## src/rtl/rcr_pkg.sv

```systemverilog
package rcr_pkg;

    localparam int STAT_W   = 5;
    localparam int BIT_TRIG = 0;
    localparam int BIT_SW   = 1;
    localparam int BIT_MARK = 2;
    localparam int BIT_FP   = 3;
    localparam int BIT_RC   = 4;

    typedef enum logic [2:0] {
        CAUSE_NONE,
        CAUSE_POR,
        CAUSE_RC,
        CAUSE_FP,
        CAUSE_SW,
        CAUSE_PCI
    } cause_e;

    typedef struct packed {
        logic [STAT_W-1:0] status;
        logic              sys_req;
        logic              pci_req;
    } rcr_state_t;

endpackage

```

## src/rtl/rcr_arbiter.sv

```systemverilog
module rcr_arbiter
    import rcr_pkg::*;
(
    input  logic   por,
    input  logic   rc_req,
    input  logic   fp_req,
    input  logic   sw_req,
    input  logic   pci_req,
    output cause_e cause
);

    // Fixed priority: power-on, remote console, front panel, software, PCI
    always_comb begin
        if (por)          cause = CAUSE_POR;
        else if (rc_req)  cause = CAUSE_RC;
        else if (fp_req)  cause = CAUSE_FP;
        else if (sw_req)  cause = CAUSE_SW;
        else if (pci_req) cause = CAUSE_PCI;
        else              cause = CAUSE_NONE;
    end

endmodule

```

## src/rtl/rcr_encoder.sv

```systemverilog
module rcr_encoder
    import rcr_pkg::*;
#(
    parameter bit STICKY_LAYOUT = 1'b1
) (
    input  cause_e            cause,
    input  logic [STAT_W-1:0] cur,
    output logic [STAT_W-1:0] nxt
);

    generate
        if (STICKY_LAYOUT) begin : g_sticky
            logic keep_sw;
            assign keep_sw = cur[BIT_SW];
            always_comb begin
                nxt = cur;
                case (cause)
                    CAUSE_POR: nxt = '0;
                    CAUSE_RC: begin
                        nxt = '0;
                        nxt[BIT_RC] = 1'b1;
                        nxt[BIT_SW] = keep_sw;
                    end
                    CAUSE_FP: begin
                        nxt = '0;
                        nxt[BIT_FP] = 1'b1;
                        nxt[BIT_SW] = keep_sw;
                    end
                    CAUSE_SW: begin
                        nxt = '0;
                        nxt[BIT_SW] = 1'b1;
                    end
                    CAUSE_PCI: begin
                        nxt = '0;
                        nxt[BIT_SW] = keep_sw;
                    end
                    default: nxt = cur;
                endcase
                nxt[BIT_TRIG] = 1'b0;
            end
        end else begin : g_legacy
            always_comb begin
                nxt = cur;
                case (cause)
                    CAUSE_POR, CAUSE_PCI: begin
                        nxt = '0;
                        nxt[BIT_MARK] = 1'b1;
                    end
                    CAUSE_RC: begin
                        nxt = '0;
                        nxt[BIT_RC] = 1'b1;
                    end
                    CAUSE_FP: begin
                        nxt = '0;
                        nxt[BIT_FP] = 1'b1;
                    end
                    CAUSE_SW: begin
                        nxt = '0;
                        nxt[BIT_SW] = 1'b1;
                    end
                    default: nxt = cur;
                endcase
                nxt[BIT_TRIG] = 1'b0;
            end
        end
    endgenerate

endmodule

```

## src/rtl/rst_cause_reg.sv

```systemverilog
module rst_cause_reg
    import rcr_pkg::*;
#(
    parameter bit STICKY_LAYOUT = 1'b1
) (
    input  logic              clk,
    input  logic              por_i,
    input  logic              fp_rst_i,
    input  logic              rc_rst_i,
    input  logic              pci_rst_i,
    input  logic              wr_en_i,
    input  logic [STAT_W-1:0] wr_data_i,
    output logic [STAT_W-1:0] rd_data_o,
    output logic              sys_rst_req_o,
    output logic              pci_rst_req_o
);

    cause_e            cause;
    logic              sw_trig;
    logic [STAT_W-1:0] status_nxt;
    logic              unused_wr_bits;
    rcr_state_t        st_d;
    rcr_state_t        st_q;

    // Only the trigger bit of a write matters
    assign sw_trig        = wr_en_i & wr_data_i[BIT_TRIG];
    assign unused_wr_bits = ^wr_data_i[STAT_W-1:BIT_TRIG+1];

    rcr_arbiter u_arb (
        .por     (por_i),
        .rc_req  (rc_rst_i),
        .fp_req  (fp_rst_i),
        .sw_req  (sw_trig),
        .pci_req (pci_rst_i),
        .cause   (cause)
    );

    rcr_encoder #(
        .STICKY_LAYOUT (STICKY_LAYOUT)
    ) u_enc (
        .cause (cause),
        .cur   (st_q.status),
        .nxt   (status_nxt)
    );

    always_comb begin
        st_d         = st_q;
        st_d.status  = status_nxt;
        st_d.sys_req = (cause == CAUSE_RC) || (cause == CAUSE_FP) || (cause == CAUSE_SW);
        st_d.pci_req = (cause == CAUSE_PCI);
    end

    always_ff @(posedge clk) begin
        st_q <= st_d;
    end

    assign rd_data_o     = {st_q.status[STAT_W-1:BIT_TRIG+1], 1'b0};
    assign sys_rst_req_o = st_q.sys_req;
    assign pci_rst_req_o = st_q.pci_req;

    // the two requests are exclusive
    p_req_exclusive_r7: assert property (@(posedge clk) disable iff (por_i)
        !(sys_rst_req_o && pci_rst_req_o));

    // with no source asserted the status holds
    p_hold_r8: assert property (@(posedge clk) disable iff (por_i)
        !(fp_rst_i || rc_rst_i || pci_rst_i || sw_trig) |=> $stable(rd_data_o));

    // remote console beats front panel
    p_rc_over_fp_r9: assert property (@(posedge clk) disable iff (por_i)
        rc_rst_i |=> (rd_data_o[BIT_RC] && !rd_data_o[BIT_FP]));

    // a PCI-only pulse never requests a system reset
    p_pci_only_r7: assert property (@(posedge clk) disable iff (por_i)
        (pci_rst_i && !rc_rst_i && !fp_rst_i && !sw_trig) |=> (pci_rst_req_o && !sys_rst_req_o));

    generate
        if (STICKY_LAYOUT) begin : g_chk_sticky
            // software bit stays set until power-on
            p_sw_sticky_r5: assert property (@(posedge clk) disable iff (por_i)
                rd_data_o[BIT_SW] |=> rd_data_o[BIT_SW]);
            // marker bit never set in sticky layout
            p_no_marker_r4: assert property (@(posedge clk) disable iff (por_i)
                !rd_data_o[BIT_MARK]);
        end else begin : g_chk_legacy
            // legacy status is one-hot
            p_onehot_r3: assert property (@(posedge clk) disable iff (por_i)
                $onehot0(rd_data_o));
        end
    endgenerate

endmodule

```

## config.mk

```make
export PLATFORM = sky130hd
export DESIGN_NAME = rst_cause_reg
export DESIGN_NICKNAME = d
export VERILOG_FILES = /design/src/rtl/rcr_pkg.sv /design/src/rtl/rcr_arbiter.sv /design/src/rtl/rcr_encoder.sv /design/src/rtl/rst_cause_reg.sv
export SDC_FILE = /design/constraint.sdc
export NUM_CORES = 1
export LEC_CHECK = 0
export CORE_AREA = 3 3 40 42
export CTS_CLUSTER_DIAMETER = 30
export CTS_CLUSTER_SIZE = 16
export DETAILED_ROUTE_END_ITERATION = 8
export DIE_AREA = 0 0 43 45
export DONT_BUFFER_PORTS = 1
export GPL_TIMING_DRIVEN = 0
export PLACE_DENSITY = 0.3
export SLEW_MARGIN = 20
export SYNTH_ARGS = -nofsm -noshare
export SYNTH_HDL_FRONTEND = slang
export SYNTH_SLANG_ARGS = --single-unit
export TNS_END_PERCENT = 5
```

## constraint.sdc

```tcl
create_clock -name clk -period 1.3 [get_ports clk]
set_clock_uncertainty 0.2 [all_clocks]
set_input_delay 0.26 -clock clk [delete_from_list [all_inputs] [get_ports clk]]
set_output_delay 0.26 -clock clk [all_outputs]
set_load 0.005 [all_outputs]
```

; ---- After elaboration in Yosys (flattened, before gate mapping)
; Cells that the tools add are included.
[word_totals]
regBits = 6
input_bits = 11
out_inout_bits = 7
word_cells = 24
[classes]
eq_ne = 5
n_mux = 6
bitwise = 4
reduce_logical = 5
[ops]
columns = op, n
row1 = $pmux W5 S5, 1
row2 = $mux W3, 5
row3 = $eq A3 B2 Y1 const B, 2
row4 = $eq A3 B3 Y1 const B, 2
row5 = $reduce_bool A5 Y1, 1
row6 = $reduce_and A4 Y1, 1
row7 = $eq A3 B1 Y1 const B, 1
row8 = $not A1 Y1, 3
row9 = $logic_or A1 B1 Y1, 2
row10 = $reduce_bool A2 Y1, 1
row11 = $and A1 B1 Y1, 1

; ---- Depth between registers and ports, before layout
; Gate-level depths: netlist of run 1.
[logic_depth]
depth_word = 8
ltp_mapped = 2
depth_no_buf = 2

; ---- Modules after synthesis
; From an unflattened synthesis of run 1, not the netlist that was laid out.
[unflattened]
cells_unflattened = 40
area_unflattened_um2 = 362.8
[by_module_without_submodules]
columns = module, n_inst, cells_per_inst, area_each_um2, seq_area_each_um2
row1 = rst_cause_reg, 1, 17, 216.5, 140.1
row2 = rcr_encoder, 1, 16, 108.9, 0.0
row3 = rcr_arbiter, 1, 7, 37.5, 0.0

; ---- Worst setup path before layout of run 1
; Ideal clock, no wire load.
[synth_path]
path_kind = input port to flip-flop
from = in rc_rst_i
to = reg st_q (netlist bit rd_data_o[3]), enable pin
setup_time_ns = 0.263
t_arrival_ns = 0.556
required_time_ns = 0.837
setup_slack_ns = 0.281
stages = 2
path_buffers = 0
path_cell_list = nor3_2 -> nand3b_1
[synth_via]
elab_chain_cells = 4
word_cells_on_any_way = 8
cone_classes = eq/ne: 5 / mux: 2 / reduce/logical: 1
[synth_rtl]
columns = element, line_no
row1 = from (decl), rst_cause_reg.sv:9  ; input logic rc_rst_i,
row2 = $mux W3 *, rcr_arbiter.sv:15  ; else if (rc_req) cause = CAUSE_RC;
row3 = $mux W3 *, rcr_arbiter.sv:14  ; if (por) cause = CAUSE_POR;
row4 = "$eq A3 B3 Y1, or another cell as far along", rcr_encoder.sv:17  ; case (cause)
row5 = $reduce_bool A5 Y1 (no source line) *, --
row6 = to (signal assigned), rst_cause_reg.sv:54  ; st_q <= st_d;
row7 = to (decl), rst_cause_reg.sv:23  ; rcr_state_t st_q;
; Every way passes the cells marked *; elsewhere a longest branch is shown, timed or not.
; A chain may end at the register's enable or synchronous reset.

; ---- Worst setup path in the final report of run 1
[layout_path]
from = reg st_q (netlist bit rd_data_o[1])
to = out rd_data_o[1]
[layout_rtl]
columns = element, line_no
row1 = to (decl), rst_cause_reg.sv:13  ; output logic [STAT_W-1:0] rd_data_o,
; No word-level cell between the ends.

==> impl_metrics.toml, run 1 <==
[place]
globalplace.congestion = 0.642
io_buffers = 0
placedCellCount = 34
hpwl_um = 372
post_dp_cell_area_um2 = 236

[timing]
setup_viol = 0
period_minus_slack_ps = 1080
holdWs_ps = 15.4
finalMaxSlewViolations = 0
clock.fmax_mhz = 923
rsz0062_at_grt = "false"
hold_viol_final = 0
fin_setup_tns_ps = 0
finalCritPeriodShare_pct = 83.4

[final_layout]
areaGrowthSynthToFinish_pct = 36.8
final_nets = 38
layout-drive-gt1-share_pct = 23.1
utilization_pct = 22.8
n_antenna_cell = 0
stdcell_count = 41
num-fill-cells = 148
final_area_um2 = 293

[worst_setup_path]
crit_path_end_kind = "output port"
crit_type = "flip-flop to output port"
arrival_ps = 620
critPathRequiredTime_ps = 840
path_max_fanout = 1
cp-startpoint = "rd_data_o[1]"
critPathCapture = "rd_data_o[1]"
critPathLaunchType = "flip-flop"
worst-path-stages = 0

[route]
wl_per_cell_um = 11.4
drtAntennaViolNets = 0
drc = 0
vias = 155
viasPerCell = 3.78
drt-total-wl_um = 469
drt_pre_antenna_iters = 2
drt_iter0_drc = 1

[synthesis]
yosys_register_bits = 5
synthArstFlopShare_pct = 0
ys_types = 13
synth-seq-area-share_pct = 60.8
syn_inst = 18
yosys.cell_count.top_type = "edfxtp_1"
synth_largest_area_cell = "edfxtp_1"
synth_edf_count = 3
synthTopCellsByCount = "edfxtp_1, and3_1, buf_4, dfxtp_1"
ys.warnings.count = 0
netlist_area_um2 = 214
synth-main-ff-cell = "edfxtp_1"
yosysTopAreaCellShare_pct = 42.1
synth_area_leaders = "edfxtp_1, dfxtp_1, buf_4, and3_1, nor3_2"
avgSynthCellArea_um2 = 11.9

[floorplanning]
fp.dieW_um = 43
core-area_um2 = 1280
initial_core_util_pct = 16.7
die_y_um = 45
die_area_um2 = 1940
num_rows = 13
pin_count = 18

[clocking]
cts_buffers = 3
cts_tree = "yes"
cts.clk_slew.worst_paths_ps = 40
ctsRootBufferMaster = "clkbuf_4"
cts_sinks = 5
cts_buffer_depth = 2
htreeDepth = 1

[run_status]
status = "finished, final reports clean"

[power]
powerDensity_nw_per_um2 = 1310
ir_drop_uv = 240
leakagePower_nw = 0.121

[global_routing]
grt_pass1_wl_um = 710
overflow = 0
grt_pass1_vias = 177
grt_max_degree = 6
grt_usage_pct = 5.29
antenna_found_initial = 0

[worst_hold_path]
min_path_type = "input port to flip-flop"

[run]
drv_cap = 0
-- where the power goes --
| group | internal [mW] | switching [mW] |
|---|---|---|
| Sequential | 0.178 | 0.00471 |
| Clock | 0.116 | 0.0595 |
| Combinational | 0.0161 | 0.00883 |
-- routing by layer --
metal	global-route usage [%]	up-vias	wire length, um
met3	1.99	2	64
met2	6.59	11	216
met4	9.04	0	15
met1	5.17	66	173
met5	0	-	0
li1	-	76	-
-- cells by family (layout without fill, tap and decap cells) --
kind of cell / after synthesis / count (layout) / synth area share [%]
and+or+nand+nor: 8 / 8 / 24.0
DFF: 5 / 5 / 60.8
AOI/OAI and AO/OA: 2 / 2 / 6.43
buffers and inverters: 2 / 9 / 7.02
other: 1 / 2 / 1.75
-- state kept, by name, summed over array words and instances (netlist names) --
name and count:
sys_rst_req_o 1, pci_rst_req_o 1, rd_data_o 3
-- repair_timing --
action / 4_1_cts / 5_1_grt
buffers inserted: 0 / 0
hold buffers: 2 / 1
gates resized for setup: 0 / 0
endpoints found under the hold margin: 2 / 1
-- how the worst min path moves through the flow --
stage          slack, ps     start       endpoint  depth (start not counted)
3_3_place_gp         140     por_i  sys_rst_req_o                          1
3_5_place_dp         140     por_i  sys_rst_req_o                          1
2_1_floorplan        130     por_i  sys_rst_req_o                          1
6_report              20  fp_rst_i  sys_rst_req_o                          2
5_1_grt               10     por_i   rd_data_o[3]                          1
4_1_cts                3     por_i   rd_data_o[4]                          1
-- metrics by stage --
step                      total power [mW]  worst slack, ps
after floorplan                      0.200              281
after global placement               0.204              223
after detailed placement             0.204              225
final                                0.383              216
after CTS                            0.391              199
after global routing                 0.408              185
-- layout by cell type (no fill, tap or decap), drive strengths merged --
| cell type | instances |
|---|---|
| a21oi | 1 |
| dlygate4sd3 | 3 |
| edfxtp | 3 |
| nor3 | 1 |
| dfxtp | 2 |
| conb | 2 |
| nand3b | 1 |
| and3 | 2 |
| a31o | 1 |
| nor2b | 1 |
| nor2 | 1 |
| clkbuf | 4 |
| nand2 | 1 |
| buf | 2 |
| nor3b | 1 |
-- cell type report --
cell class | instances | area (um2) | area share [%]
buffer | 2 | 15.0 | 5.13
clock buffer | 4 | 26.3 | 8.97
multi-input combinational | 12 | 72.6 | 24.8
sequential | 5 | 130 | 44.4
tap | 15 | 18.8 | 6.41
timing repair buffer | 3 | 30.0 | 10.3
Power figures use the tool's default switching activity.
==> run 2, diff against run 1 <==
==> constraint.sdc (replaced) <==
create_clock -name clk -period 0.9 [get_ports clk]
set_clock_uncertainty 0.2 [all_clocks]
set_input_delay 0.18 -clock clk [delete_from_list [all_inputs] [get_ports clk]]
set_output_delay 0.18 -clock clk [all_outputs]
set_load 0.005 [all_outputs]
==> run 2 against run 1 <==
The flow now finishes with violations (negative hold slack, negative setup slack). Design area shrank 6.4%. Wire length shrank 3.6%. Critical endpoint unchanged. Highest routed layer is now met3. Flip-flop and latch count is the same. Clock power grew 46%. Cell count shrank 7.3%. Hold slack lost 210 ps.
==> impl_metrics.toml, run 2 (same netlist as run 1, synthesis figures left out) <==
[timing]
clock.fmax_mhz = 996
worst_slack_ps = -104
rsz0062_at_grt = "true"
hold_viol_final = 6
period_minus_slack_ps = 1000
setup_viol = 5
holdWs_ps = -194
finalMaxSlewViolations = 0
finalCritPeriodShare_pct = 112
fin_setup_tns_ps = -384

[final_layout]
n_antenna_cell = 0
largest_reg_flops = 3
layout-drive-gt1-share_pct = 39.1
final_nets = 35
final_area_um2 = 274
num-fill-cells = 140
final_cell_mix = "clkbuf_4, edfxtp_1"
areaGrowthSynthToFinish_pct = 28.1
utilization_pct = 21.3

[worst_setup_path]
path_max_fanout = 1
crit_path_end_kind = "output port"
arrival_ps = 620
crit_type = "flip-flop to output port"
critPathRequiredTime_ps = 520
critPathLaunchType = "flip-flop"
cp-startpoint = "rd_data_o[1]"

[route]
drt_iter0_drc = 1
drtAntennaViolNets = 0
viasPerCell = 3.71
wl_per_cell_um = 11.9
drt-total-wl_um = 452
drt_pre_antenna_iters = 2
drc = 0
vias = 141

[power]
swShare_pct = 19.4
clkPwrFrac_pct = 46.6
ir_drop_uv = 340
seqPwrFrac_pct = 48.4
powerDensity_nw_per_um2 = 2000
switching_power_mw = 0.106
p_comb_share_pct = 5.0
leakagePower_nw = 0.111
intPower_mw = 0.442

[clocking]
cts.clk_slew.worst_paths_ps = 40
htreeDepth = 1
cts_buffer_depth = 2
cts_buffers = 3
cts_setup_buffers = 0
cts_sinks = 5
ctsRootBufferMaster = "clkbuf_4"
cts_tree = "yes"

[place]
hpwl_um = 373
io_buffers = 0
post_dp_cell_area_um2 = 245
place_ws_ps = -82.1
globalplace.congestion = 0.665

[run_status]
violations = "negative hold slack, negative setup slack"
status = "complete, but fails checks"

[floorplanning]
fp.dieW_um = 43
die_area_um2 = 1940
pin_count = 18
die_y_um = 45
initial_core_util_pct = 16.7
core-area_um2 = 1280
num_rows = 13

[global_routing]
grt_pass1_vias = 171
antenna_found_initial = 0
grt_max_degree = 6
overflow = 0
grt_usage_pct = 5.61
grt_pass1_wl_um = 696

[run]
drv_cap = 0

[worst_hold_path]
min-delay-start = "por_i"
min_path_type = "input port to flip-flop"
run 2: per-stage QoR:
step                      total power, mW  instances
after floorplan                     0.291         19
after global placement              0.296         34
after detailed placement            0.296         34
after CTS                           0.559         38
after global routing                0.588         38
final                               0.548         38
run 2: final timing paths:
| kind | end | slack, ps | depth (start not counted) |
|---|---|---|---|
| worst max-delay path | rd_data_o[1] | -100 | 0 |
| worst min-delay path | sys_rst_req_o | -190 | 1 |
run 2: metal layers:
layer  track usage [%]  wire, um  vias up
met1              4.17       166       63
met3              2.79        60        0
met4              10.8         0        0
met2              7.49       224        9
li1                  -         -       69
met5                 0         0        -
run 2: repair_timing:
item,CTS,global route
endpoints found under the setup margin,5,5
endpoints found under the hold margin,6,8
resized for setup,2,0
run 2: layout make-up:
cell class | instances | area (um2) | area share, %
multi-input cells | 12 | 81.3 | 29.7
flip-flops and latches | 5 | 133 | 48.4
well taps | 15 | 18.8 | 6.85
clock buffers | 4 | 26.3 | 9.59
plain buffers | 2 | 15.0 | 5.48
run 2: power groups by stage:
stage	registers (mW)	logic, mW	clock network (mW)
floorplan	0.266	0.0243	0
global placement	0.268	0.0274	0
detailed placement	0.269	0.0271	0
CTS	0.266	0.0272	0.266
global route	0.267	0.0302	0.291
finish	0.265	0.0277	0.255
